## config.mk

```make
export PLATFORM = sky130hd
export DESIGN_NAME = opt_wdt
export DESIGN_NICKNAME = d
export VERILOG_FILES = /design/src/rtl/opt_wdt_pkg.sv /design/src/rtl/opt_wdt_tick_sel.sv /design/src/rtl/opt_wdt_clr_ctl.sv /design/src/rtl/opt_wdt_chain.sv /design/src/rtl/opt_wdt.sv
export SDC_FILE = /design/constraint.sdc
export NUM_CORES = 1
export LEC_CHECK = 0
export BUFFER_PORTS_ARGS = -buffer_cell sky130_fd_sc_hd__buf_2
export CAP_MARGIN = 0
export CORE_ASPECT_RATIO = 0.7
export CORE_UTILIZATION = 35
export DETAILED_ROUTE_END_ITERATION = 12
export SETUP_SLACK_MARGIN = 0.5
export SLEW_MARGIN = 20
export SYNTH_ARGS = -nofsm -noshare
export SYNTH_HDL_FRONTEND = slang
export SYNTH_SLANG_ARGS = --single-unit
```

## constraint.sdc

```tcl
create_clock -name clk_i -period 2.6 [get_ports clk_i]
set_input_delay 0.52 -clock clk_i [delete_from_list [all_inputs] [get_ports clk_i]]
set_output_delay 0.52 -clock clk_i [all_outputs]
set_load 0.02 [all_outputs]
```

## src/rtl/opt_wdt_pkg.sv

```systemverilog
package opt_wdt_pkg;
  typedef enum logic {
    SRC_OSC  = 1'b0,
    SRC_INST = 1'b1
  } wdt_src_e;

  typedef enum logic {
    CLR_ONE = 1'b0,
    CLR_TWO = 1'b1
  } wdt_clr_mode_e;
endpackage

```

## src/rtl/opt_wdt_tick_sel.sv

```systemverilog
module opt_wdt_tick_sel
  import opt_wdt_pkg::*;
#(
  parameter int INST_DIV = 4,
  localparam int DIV_W = $clog2(INST_DIV)
) (
  input  logic     clk_i,
  input  logic     rst_ni,
  input  wdt_src_e src_i,
  input  logic     osc_tick_i,
  input  logic     halted_i,
  output logic     tick_o
);
  logic [DIV_W-1:0] div_q;
  logic             inst_tick;

  // core clock is stopped in halt: divider freezes
  assign inst_tick = ~halted_i & (div_q == DIV_W'(INST_DIV - 1));

  always_ff @(posedge clk_i or negedge rst_ni) begin
    if (!rst_ni)        div_q <= '0;
    else if (!halted_i) div_q <= inst_tick ? '0 : div_q + 1'b1;
  end

  assign tick_o = (src_i == SRC_INST) ? inst_tick : osc_tick_i;
endmodule

```

## src/rtl/opt_wdt_clr_ctl.sv

```systemverilog
module opt_wdt_clr_ctl
  import opt_wdt_pkg::*;
(
  input  logic          clk_i,
  input  logic          rst_ni,
  input  logic          en_i,
  input  wdt_clr_mode_e mode_i,
  input  logic          clr_i,
  input  logic          clr1_i,
  input  logic          clr2_i,
  input  logic          halt_cmd_i,
  input  logic          ovf_i,
  output logic          clr_o
);
  logic seen1_q, seen2_q;
  logic pair_done;

  assign pair_done = (seen1_q | clr1_i) & (seen2_q | clr2_i);

  always_comb begin
    clr_o = halt_cmd_i;
    if (mode_i == CLR_ONE) clr_o = clr_o | clr_i;
    else                   clr_o = clr_o | pair_done;
    clr_o = clr_o & en_i;
  end

  always_ff @(posedge clk_i or negedge rst_ni) begin
    if (!rst_ni) begin
      seen1_q <= 1'b0;
      seen2_q <= 1'b0;
    end else if (!en_i || clr_o || ovf_i || mode_i == CLR_ONE) begin
      seen1_q <= 1'b0;
      seen2_q <= 1'b0;
    end else begin
      seen1_q <= seen1_q | clr1_i;
      seen2_q <= seen2_q | clr2_i;
    end
  end
endmodule

```

## src/rtl/opt_wdt_chain.sv

```systemverilog
module opt_wdt_chain #(
  parameter int PRE_W = 8,
  parameter int RIP_W = 7,
  parameter int TAP_N = 4,
  localparam int TAP_W = $clog2(TAP_N),
  localparam int CNT_W = PRE_W + RIP_W + 1
) (
  input  logic             clk_i,
  input  logic             rst_ni,
  input  logic             en_i,
  input  logic             tick_i,
  input  logic             clr_i,
  input  logic [TAP_W-1:0] tap_i,
  output logic             ovf_o,
  output logic [CNT_W-1:0] cnt_o
);
  // lowest tap sits TAP_N bits below the ripple stage's top
  localparam int RIP_LO = RIP_W - TAP_N;

  logic [PRE_W-1:0] pre_q;
  logic [RIP_W-1:0] rip_q;
  logic             fin_q;
  logic             pre_cy;
  logic [TAP_N-1:0] tap_cy;
  logic             sel_cy;

  assign pre_cy = &pre_q;

  for (genvar k = 0; k < TAP_N; k++) begin : g_tap
    assign tap_cy[k] = pre_cy & (&rip_q[RIP_LO+k:0]);
  end

  assign sel_cy = tap_cy[tap_i];
  assign ovf_o  = en_i & tick_i & sel_cy & fin_q;

  always_ff @(posedge clk_i or negedge rst_ni) begin
    if (!rst_ni) begin
      pre_q <= '0;
      rip_q <= '0;
      fin_q <= 1'b0;
    end else if (!en_i || clr_i || ovf_o) begin
      pre_q <= '0;
      rip_q <= '0;
      fin_q <= 1'b0;
    end else if (tick_i) begin
      pre_q <= pre_q + 1'b1;
      if (pre_cy) rip_q <= rip_q + 1'b1;
      if (sel_cy) fin_q <= ~fin_q;
    end
  end

  assign cnt_o = {fin_q, rip_q, pre_q};
endmodule

```

## src/rtl/opt_wdt.sv

```systemverilog
module opt_wdt
  import opt_wdt_pkg::*;
#(
  parameter int PRE_W    = 8,
  parameter int RIP_W    = 7,
  parameter int TAP_N    = 4,
  parameter int INST_DIV = 4,
  localparam int TAP_W = $clog2(TAP_N),
  localparam int CNT_W = PRE_W + RIP_W + 1
) (
  input  logic             clk_i,
  input  logic             rst_ni,
  input  logic             src_sel_i,
  input  logic             osc_tick_i,
  input  logic [TAP_W-1:0] tap_sel_i,
  input  logic             wdt_en_i,
  input  logic             dual_clr_i,
  input  logic             clr_i,
  input  logic             clr1_i,
  input  logic             clr2_i,
  input  logic             halt_cmd_i,
  input  logic             halted_i,
  input  logic             to_clr_i,
  output logic             chip_rst_o,
  output logic             warm_rst_o,
  output logic             to_o
);
  logic             tick_w;
  logic             clr_w;
  logic             ovf_w;
  logic             ovf_ev;
  logic [CNT_W-1:0] cnt_w;
  logic             chip_q, warm_q, to_q;

  opt_wdt_tick_sel #(.INST_DIV(INST_DIV)) i_tick (
    .clk_i     (clk_i),
    .rst_ni    (rst_ni),
    .src_i     (wdt_src_e'(src_sel_i)),
    .osc_tick_i(osc_tick_i),
    .halted_i  (halted_i),
    .tick_o    (tick_w)
  );

  opt_wdt_clr_ctl i_clr (
    .clk_i     (clk_i),
    .rst_ni    (rst_ni),
    .en_i      (wdt_en_i),
    .mode_i    (wdt_clr_mode_e'(dual_clr_i)),
    .clr_i     (clr_i),
    .clr1_i    (clr1_i),
    .clr2_i    (clr2_i),
    .halt_cmd_i(halt_cmd_i),
    .ovf_i     (ovf_ev),
    .clr_o     (clr_w)
  );

  opt_wdt_chain #(.PRE_W(PRE_W), .RIP_W(RIP_W), .TAP_N(TAP_N)) i_chain (
    .clk_i (clk_i),
    .rst_ni(rst_ni),
    .en_i  (wdt_en_i),
    .tick_i(tick_w),
    .clr_i (clr_w),
    .tap_i (tap_sel_i),
    .ovf_o (ovf_w),
    .cnt_o (cnt_w)
  );

  // a clear in the overflow cycle suppresses the request
  assign ovf_ev = ovf_w & ~clr_w;

  always_ff @(posedge clk_i or negedge rst_ni) begin
    if (!rst_ni) begin
      chip_q <= 1'b0;
      warm_q <= 1'b0;
      to_q   <= 1'b0;
    end else begin
      chip_q <= ovf_ev & ~halted_i;
      warm_q <= ovf_ev & halted_i;
      if (ovf_ev && !halted_i) to_q <= 1'b1;
      else if (to_clr_i)       to_q <= 1'b0;
    end
  end

  assign chip_rst_o = chip_q;
  assign warm_rst_o = warm_q;
  assign to_o       = to_q;
endmodule

```

After elaboration in Yosys (flattened, before gate mapping)
Index checks and enable logic that the tools add are counted.

storage, ports and cells
  register bits = 23
  input bits = 14
  output and inout port bits = 3
  word-level logic and storage cells = 70

cells by class
  $add $sub $neg = 3
  order comparisons = 1
  equal/unequal tests = 1
  muxes and demuxes = 17
  bitwise operators = 21
  reduce and logical (&&, ||, !) cells = 18

operators by type and width
  operator                                                    number
  2-to-1 mux 7 bit                                            3
  2-to-1 mux 8 bit                                            2
  bitwise AND 1 bit                                           13
  2-to-1 mux 1 bit                                            10
  adder 8 x 1 -> 8 bit, second input constant                 1
  AND reduction 8 bit                                         1
  nonzero test 2 bit                                          4
  adder 7 x 1 -> 7 bit, second input constant                 1
  AND reduction 7 bit                                         1
  AND reduction 6 bit                                         1
  AND reduction 5 bit                                         1
  logical OR 1 bit                                            4
  inverter 1 bit                                              4
  bitwise OR 1 bit                                            4
  AND reduction 2 bit                                         2
  AND reduction 4 bit                                         1
  less-than comparator 2 x 3 -> 1 bit, second input constant  1
  adder 2 x 1 -> 2 bit, second input constant                 1
  binary-select mux 1 bit (select 2 bit)                      1
  equality test 2 bit, second input constant                  1
  logical NOT 1 bit                                           2
  2-to-1 mux 2 bit                                            1
  logical AND 1 bit                                           1

Depth between registers and ports, before layout
Gate-level depths: netlist (run 1).

  depth in word-level cells = 10
  mapped depth = 8
  mapped depth without buffers = 7

Modules after synthesis
A second synthesis (run 1) with hierarchy kept.

second synthesis, totals
  cells, all modules = 115
  area, all modules = 1,211.2 µm²

by module, submodules not included
  module            instances  cells each  area an instance (µm²)  sequential area each (µm²)
  opt_wdt_chain     1          86          885.8                   400.4
  opt_wdt           1          9           112.6                   75.1
  opt_wdt_tick_sel  1          9           107.6                   50.0
  opt_wdt_clr_ctl   1          11          105.1                   50.0

Worst setup path after synthesis (run 1)
Ideal clock, no wire load.

  kind = register to register
  start point = register i_chain.rip_q[0]
  end point = register i_chain.rip_q[5]
  setup time = 0.095 ns
  data arrival time = 1.837 ns
  setup slack = 0.669 ns
  stages on the path, launching flop included = 9
  period minus slack after synthesis = 1.931 ns
  cells stage by stage = dfrtp_1 ha_1 and3_1 ha_1 mux2i_1 o2bb2ai_1 nor3_4 buf_4 a221oi_2

on the way
  cells in the longest elaborated chain, start to end = 9

ends and longest elaborated chain
  what                                               line                 RTL
  start, declared                                    opt_wdt_chain.sv:21  logic [RIP_W-1:0] rip_q;
  start signal, assigned                             opt_wdt_chain.sv:47  if (pre_cy) rip_q <= rip_q + 1'b1;
  AND reduction 7 bit, or another cell as far along  opt_wdt_chain.sv:30  assign tap_cy[k] = pre_cy & (&rip_q[RIP_LO+k:0]);
  bitwise AND 1 bit                                  opt_wdt_chain.sv:30
  binary-select mux 1 bit (select 2 bit)             opt_wdt_chain.sv:33  assign sel_cy = tap_cy[tap_i];
  2-to-1 mux 1 bit (implied by the code)             opt_wdt_chain.sv:33
  bitwise AND 1 bit (2 in a row)                     opt_wdt_chain.sv:34  assign ovf_o = en_i & tick_i & sel_cy & fin_q;
  logical OR 1 bit                                   opt_wdt_chain.sv:41  end else if (!en_i || clr_i || ovf_o) begin
  nonzero test 2 bit (no source line)                n/a
  AND reduction 2 bit (no source line)               n/a

Several ways; a longest one is shown, not always the timed one. The select of a mux whose other input is x is not followed.
A chain may end at the register's enable or synchronous reset.

Worst setup path after layout (run 1)
  start point = register i_chain.rip_q[0]
  end point = register i_chain.rip_q[1]

The elaborated chain is that of the path after synthesis.

==> flow_metrics.tcl, run 1 <==
set metrics [dict create \
    asyncSetResetFlopFracSynth_pct 100.0 \
    htree_num_levels 1 \
    end_kind "register" \
    timing.final.hold_violations 0 \
    reg_power_share_pct 54.2 \
    startpoint_type "register" \
    syn_nets 144 \
    combPwrFrac_pct 14.0 \
    io-pin-count 17 \
    timing.critical_path.slowest_stage_cell "dfrtp_1" \
    synthTopCellsByArea "dfrtp_1 (41%), a211oi_2 (8.0%), ha_1 (3.5%), nand3_1 (3.5%), a221oi_2 (3.2%)" \
    clk_transition_reported_paths_ns 0.08 \
    delay_of_the_slowest_critical_path_stage_ns 0.39 \
    synthesis.instances 126 \
    hold_path.class "input pin to async pin" \
    reg2reg_slack_ns 0.58 \
    start_util_pct 38.31 \
    floorplan.core_area_sq_um 3694 \
    detailedRoute.firstIterationViolations 83 \
    dpl_wire_length_mm 2.187 \
    clock-skew-final_ns 0.005016 \
    grt_util_all_layers_pct 15.58 \
    setup-violations-final 0 \
    clock_insertion_delay_worst_skew_ns 0.27 \
    mostFrequentLayoutCell "dfrtp_1" \
    synth.top_cell.area_share_pct 40.67 \
    wl_mm 3.198 \
    cts-root-to-sink-buffers 2 \
    filler_cell_count 355 \
    drt.antenna.violating_nets 0 \
    timing.fmax_mhz 496.2 \
    cts_hold_buffers 0 \
    p_int_mw 0.5288 \
    worstReg2RegEnd "i_chain.rip_q[1]$_DFFE_PN0P_" \
    syn-cell-area_sq_um 1415 \
    num_rows 18 \
    finish.utilization_pct 45.80 \
    vdd_ir_drop_max_mv 0.2379 \
    cts_inserted_buffers 3 \
    viasPerCell 5.638 \
    regToRegStartpoint "i_chain.rip_q[0]$_DFFE_PN0P_" \
    worst-endpoint-arrival_ns 2.19 \
    timing.critical_path.buf_inv 1 \
    grt_first_pass_wirelength_mm 5.175 \
    flow.area_growth_from_synthesis_pct 19.54 \
    synth_ff_type "dfrtp_1" \
    drc 0 \
    cp_cell_sequence "ha_2, and3_1, ha_1, mux2i_2, o2bb2ai_2, nor3_4, buf_4, a221oi_2" \
    setup_repair_after_global_routing_missed_its_margin "true" \
    clock_sinks 23 \
    netlist.top_cell.by_area "dfrtp_1" \
    layout_common_cells "dfrtp_1 (23), buf_2 (16), nand3_1 (9), a211oi_2 (9), a221oi_2 (8)" \
    numPortBuffers 16 \
    slew_headroom_pct 64.05 \
    switching_share_pct 25.68 \
    antenna_found_initial 0 \
    edff_count_synth 0 \
    die_outline_area_sq_um 4306 \
    power_density_over_cell_area_nw_per_um2 420.6 \
    power.leakage_nw 0.6559 \
    synthesis.area_per_instance_sq_um 11.23 \
    routed_wire_length_per_instance_microns 16.07 \
    final_period_minus_worst_setup_slack_ns 2.016 \
    yosys.cell_types.count 46 \
    synth.ff_latch_count 23 \
    netSwitchingPower_mw 0.1827 \
    setup_ws_ns 0.5845 \
    post_route_setup_tns_ns 0 \
    critPathKind "register to register" \
    worst_reg_to_reg_path_cell_count 8 \
    finalWeightedCongestion 0.7776 \
    cp_max_fo 6 \
    die_h_microns 55.20 \
    max_cap_viols 0 \
    yosysSeqAreaShare_pct 40.67 \
    cts_root_buffer "clkbuf_8" \
    yosysWarnings 0 \
    die-width_microns 78 \
    tightest_slew_ns 0.5368 \
    final_net_count 168 \
    worstPathRequired_ns 2.78 \
    status "complete, no violations" \
    clock_tree_from_tritoncts "built" \
    share_clk_of_total_power_pct 31.8 \
    antenna_cells_inserted 0 \
    post-route-period-util_pct 77.52 \
    grt_max_degree 24 \
    drive_gt1_share_pct 38.26 \
    preCtsSetupSlack_ns 0.1489 \
    detail_route.first_pass.iterations 4 \
    vias 1122 \
    timing.critical_path.max_delay_family "compound AO/OA/AOI/OAI gates" \
    finalMaxSlewViolations 0 \
    globalRouteOverflowTotal 0 \
    first_global_vias 1085 \
]
## cells by family after synthesis
family                   after synthesis  synth area share (%)
multiplexers                           3                 2.210
XOR/XNOR                               7                 4.333
flip-flops                            23                 40.67
AO/OA/AOI/OAI                         39                 26.08
AND/OR/NAND/NOR                       41                 19.10
buffers and inverters                  9                 4.066
adder cells (fa/ha/maj)                4                 3.537
## worst max-delay path by stage
stage,to,cells past startpoint,slack (ns),from
4_1_cts,i_chain.rip_q[1]$_DFFE_PN0P_,8,0.51,i_chain.rip_q[1]$_DFFE_PN0P_
2_1_floorplan,i_chain.rip_q[5]$_DFFE_PN0P_,8,0.67,i_chain.rip_q[0]$_DFFE_PN0P_
3_3_place_gp,i_chain.rip_q[6]$_DFFE_PN0P_,7,0.35,i_chain.rip_q[0]$_DFFE_PN0P_
3_5_place_dp,i_chain.rip_q[2]$_DFFE_PN0P_,7,0.15,i_chain.rip_q[0]$_DFFE_PN0P_
5_1_grt,i_chain.rip_q[1]$_DFFE_PN0P_,8,0.49,i_chain.rip_q[0]$_DFFE_PN0P_
6_report,i_chain.rip_q[1]$_DFFE_PN0P_,8,0.58,i_chain.rip_q[0]$_DFFE_PN0P_
## area by class of cell
class                   count  area, sq um  area share (%)
clock buffers               4        45.04           2.663
inverters                   4        15.01          0.8876
multi-input cells          94        837.1           49.48
flip-flops and latches     23        575.6           34.02
well taps                  50        62.56           3.698
repair buffers             24        156.4           9.246
## power groups by stage
stage,registers (mW),clock network (mW),logic [mW]
after global routing,0.387,0.252,0.112
after detailed placement,0.393,0,0.0980
after global placement,0.390,0,0.0899
after floorplan,0.389,0,0.0611
after CTS,0.386,0.236,0.100
final,0.386,0.226,0.0997
## state kept, by name (all words and copies together) (netlist names)
| name | count |
|---|---|
| to_o | 1 |
| i_tick.div_q | 2 |
| warm_rst_o | 1 |
| i_clr.seen2_q | 1 |
| i_chain.rip_q | 7 |
| i_chain.fin_q | 1 |
| i_chain.pre_q | 8 |
| chip_rst_o | 1 |
| i_clr.seen1_q | 1 |
## layer usage
layer  wire length, microns  track usage [%]  vias to the layer above  part of all wire (%)
met3                    147            4.298                        4                   4.6
met5                      0                0                        -                     0
met4                     35            5.291                        0                   1.1
met1                   1550            22.12                      548                    48
met2                   1464            22.76                       27                    46
li1                       -                -                      543                     -
## Yosys cell counts, types with 4 or more instances
master and n:
dfrtp_1 23, nand3_1 10, a211oi_2 9, a221oi_1 5
nand2_1 5, xnor2_1 5, and3_1 4, ha_1 4
inv_1 4, o21ai_0 4, o31ai_1 4, or4_1 4
## per-stage QoR
stage | cell area [sq um] | std cells | hold slack (ns) | power [mW]
after floorplan | 1415 | 126 | 0.2244 | 0.4504
after global placement | 1523 | 188 | 0.4910 | 0.4799
after detailed placement | 1523 | 188 | 0.5161 | 0.4912
after CTS | 1612 | 197 | 0.2390 | 0.7224
after global routing | 1692 | 199 | 0.2561 | 0.7505
final | 1692 | 199 | 0.2219 | 0.7116
## what timing repair did
action / in CTS / in global routing
gates resized for setup: 1 / 10
pin swaps: 2 / 2
endpoints found under the setup margin: 18 / 21
hold endpoints to repair: 0 / 0
setup buffers: 5 / 2
No activity file was read; power rests on OpenSTA's default activity.
==> run 2: changes to the inputs <==
--- a/config.mk
+++ b/config.mk
@@ -5,6 +5,7 @@
 export SDC_FILE = /design/constraint.sdc
 export NUM_CORES = 1
 export LEC_CHECK = 0
+export ABC_AREA = 1
 export BUFFER_PORTS_ARGS = -buffer_cell sky130_fd_sc_hd__buf_2
 export CAP_MARGIN = 0
 export CORE_ASPECT_RATIO = 0.7
==> constraint.sdc (replaced) <==
create_clock -name clk_i -period 2.1 [get_ports clk_i]
set_input_delay 0.42 -clock clk_i [delete_from_list [all_inputs] [get_ports clk_i]]
set_output_delay 0.42 -clock clk_i [all_outputs]
set_load 0.02 [all_outputs]
==> run 2 against run 1 <==
Against the previous run: first-iteration DRC count decreased by 47%; critical endpoint unchanged; critical path type unchanged; count of clock-buffer cells in the layout stayed put; register-to-register slack got worse by 0.04 ns; die area down 9.3%; power up 20%; combinational power is 9% higher; via count fell by 0.98%; non-clock buffer count shrank 4; global-route usage decreased by 0.33 points; clock power up 22%; wire length decreased by 18%; fmax up 30%.
==> flow_metrics.tcl, run 2 <==
set metrics [dict create \
    status "complete, no violations" \
    timing.critical_path.max_delay_family "flip-flops" \
    syn-cell-area_sq_um 1280 \
    grt_util_all_layers_pct 15.25 \
    clock_sinks 23 \
    edff_count_synth 0 \
    wl_met2_mm 1.212 \
    grt_max_degree 24 \
    dpl_wire_length_mm 1.818 \
    final-instance-count-excl-fill 235 \
    cp_max_fo 5 \
    synth_ff_type "dfrtp_1" \
    final_cell_area_sq_um 1607 \
    wl_mm 2.607 \
    switching_share_pct 25.73 \
    post-route-period-util_pct 74.04 \
    drive_gt1_share_pct 30.85 \
    num_rows 17 \
    yosysWarnings 0 \
    placedInstanceArea_sq_um 1408 \
    synth.top_cell.area_share_pct 44.97 \
    clock-skew-final_ns 0.001215 \
    die_outline_area_sq_um 3907 \
    setup_ws_ns 0.5452 \
    max_cap_viols 0 \
    preCtsSetupSlack_ns 0.3816 \
    first_global_vias 998 \
    yosys.cell_types.count 26 \
    final_net_count 207 \
    hold_path.class "input pin to async pin" \
    top_regs "i_chain.pre_q: 8 flops, i_chain.rip_q: 7 flops, i_tick.div_q: 2 flops" \
    combPwrFrac_pct 12.8 \
    synthesis.area_per_instance_sq_um 7.853 \
    setup-violations-final 0 \
    post_route_setup_tns_ns 0 \
    timing.final.hold_violations 0 \
    met3_length_microns 123 \
    netSwitchingPower_mw 0.2200 \
    asyncSetResetFlopFracSynth_pct 100.0 \
    detail_route.first_pass.iterations 4 \
    netlist.top_cell.by_area "dfrtp_1" \
    setup_repair_after_global_routing_missed_its_margin "true" \
    synth.ff_latch_count 23 \
    final_period_minus_worst_setup_slack_ns 1.555 \
    cts-root-to-sink-buffers 2 \
    end_kind "register" \
    reg_power_share_pct 55.0 \
    worstPathRequired_ns 2.30 \
    worstReg2RegEnd "i_chain.rip_q[1]$_DFFE_PN0P_" \
    filler_cell_count 330 \
    clock_tree_from_tritoncts "built" \
    floorplan.core_area_sq_um 3318 \
    drc 0 \
    drt.antenna.violating_nets 0 \
    routed_wire_length_per_instance_microns 11.09 \
    route.layer.met1.wl_mm 1.245 \
    cp_cell_sequence "ha_2, inv_2, nor2_4, ha_4, a21oi_2, o21ai_2, nand4_4, nand2_4, a21oi_2" \
    top_register "i_chain.pre_q" \
    mostFrequentLayoutCell "nand2_1" \
    cts_inserted_buffers 3 \
    p_int_mw 0.6350 \
    finalMaxSlewViolations 0 \
    vias 1111 \
    die_h_microns 52.60 \
    delay_of_the_slowest_critical_path_stage_ns 0.40 \
    synthTopCellsByArea "dfrtp_1 (45%), nand2_1 (13%), inv_1 (5.9%), nor2_1 (5.9%), nand3_1 (4.3%)" \
    synth_commonest_cells "nand2_1 (43), dfrtp_1 (23), inv_1 (20), nor2_1 (20), nand3_1 (11)" \
    cpMostUsedCell "a21oi_2" \
    hold_slack_ns 0.1199 \
    timing.critical_path.slowest_stage_cell "dfrtp_1" \
    highest-signal-layer "met4" \
    io-pin-count 17 \
    flow.area_growth_from_synthesis_pct 25.51 \
    critPathKind "register to register" \
    worst-endpoint-arrival_ns 1.75 \
    placed_cells 225 \
    tightest_slew_ns 0.5217 \
    largest_register_ffs 8 \
    slew_headroom_pct 65.22 \
    timing.critical_path.buf_inv 1 \
    clock_insertion_delay_worst_skew_ns 0.26 \
    worst_reg_to_reg_path_cell_count 9 \
    synthesis.instances 163 \
    finalWeightedCongestion 0.8172 \
    globalRouteOverflowTotal 0 \
    antenna_cells_inserted 0 \
    finish.utilization_pct 48.42 \
    power_density_over_cell_area_nw_per_um2 532.2 \
    die-width_microns 74.28 \
    clk_transition_reported_paths_ns 0.08 \
    detailedRoute.firstIterationViolations 44 \
    vdd_ir_drop_max_mv 0.2672 \
    synth.most_common_cell "nand2_1" \
    numPortBuffers 16 \
    timing.fmax_mhz 643.2 \
    cts_root_buffer "clkbuf_8" \
    htree_num_levels 1 \
    cts_hold_buffers 0 \
    power.leakage_nw 0.7647 \
    reg2reg_slack_ns 0.55 \
    start_util_pct 38.57 \
    layout_common_cells "nand2_1 (43), dfrtp_1 (23), inv_1 (19)" \
    syn_nets 181 \
    yosysSeqAreaShare_pct 44.97 \
    share_clk_of_total_power_pct 32.2 \
    antenna_found_initial 0 \
    startpoint_type "register" \
    design_power_total_mw 0.8550 \
    grt_first_pass_wirelength_mm 4.353 \
    regToRegStartpoint "i_chain.rip_q[0]$_DFFE_PN0P_" \
    viasPerCell 4.728 \
]
run 2: changes by cell type after synthesis, moves of 4 or more:
cell and delta:
nor2_1 +20, and3_1 -4, nand4_1 +5, xnor2_1 -4, o31ai_1 -4, or4_1 -4, inv_1 +16, a211oi_2 -9
nand2_1 +38, a21oi_1 +6, a221oi_1 -5
run 2: repair_timing:
| item | 4_1_cts | 5_1_grt |
|---|---|---|
| pin swaps | 9 | 7 |
| setup buffers | 3 | 1 |
| gates cloned | 2 | 0 |
| resized for setup | 12 | 16 |
| setup endpoints to repair | 19 | 21 |
run 2: cells by family (layout without fill, tap and decap cells):
| logic type | count (synthesis) | in the layout | share of synthesized area, % |
|---|---|---|---|
| AND/OR/NAND/NOR | 93 | 95 | 34.21 |
| buffers and inverters | 24 | 47 | 7.624 |
| flip-flops | 23 | 23 | 44.97 |
| AO/OA/AOI/OAI | 15 | 15 | 6.549 |
| adder cells (fa/ha/maj) | 4 | 4 | 3.910 |
| XOR/XNOR | 4 | 4 | 2.738 |
run 2: worst register-to-register path, cell delays in order (launching register included):
cell	delay [ns]
dfrtp_1	0.40
ha_2	0.20
inv_2	0.08
nor2_4	0.04
ha_4	0.15
a21oi_2	0.12
o21ai_2	0.10
nand4_4	0.18
nand2_4	0.11
a21oi_2	0.12
run 2: how the worst max path moves through the flow:
stage,from,end,cells after the start
global route,i_chain.rip_q[0]$_DFFE_PN0P_,i_chain.rip_q[1]$_DFFE_PN0P_,9
finish,i_chain.rip_q[0]$_DFFE_PN0P_,i_chain.rip_q[1]$_DFFE_PN0P_,9
global placement,i_chain.rip_q[0]$_DFFE_PN0P_,i_chain.pre_q[0]$_DFFE_PN0P_,9
detailed placement,i_chain.rip_q[0]$_DFFE_PN0P_,i_chain.rip_q[1]$_DFFE_PN0P_,9
CTS,i_chain.rip_q[0]$_DFFE_PN0P_,i_clr.seen1_q$_DFF_PN0_,9
floorplan,i_chain.rip_q[0]$_DFFE_PN0P_,i_chain.pre_q[6]$_DFFE_PN0P_,10
run 2: layout make-up:
cell class / count / area [sq um] / area share, %
inverters: 23 / 86.33 / 5.374
flip-flops and latches: 23 / 575.6 / 35.83
well taps: 47 / 58.81 / 3.660
repair buffers: 20 / 110.1 / 6.854
multi-input cells: 118 / 730.7 / 45.48
clock buffers: 4 / 45.04 / 2.804
run 2: routing by layer:
layer	vias up	GRT usage (%)
met4	0	5.346
met1	519	19.07
met3	5	4.615
li1	566	-
met2	21	25.00
met5	-	0
run 2: power by group through the flow:
stage	Clock (mW)	Combinational (mW)	Sequential [mW]
global route	0.303	0.123	0.472
CTS	0.285	0.104	0.470
floorplan	0	0.0607	0.477
global placement	0	0.0898	0.478
detailed placement	0	0.0958	0.479
finish	0.275	0.109	0.470
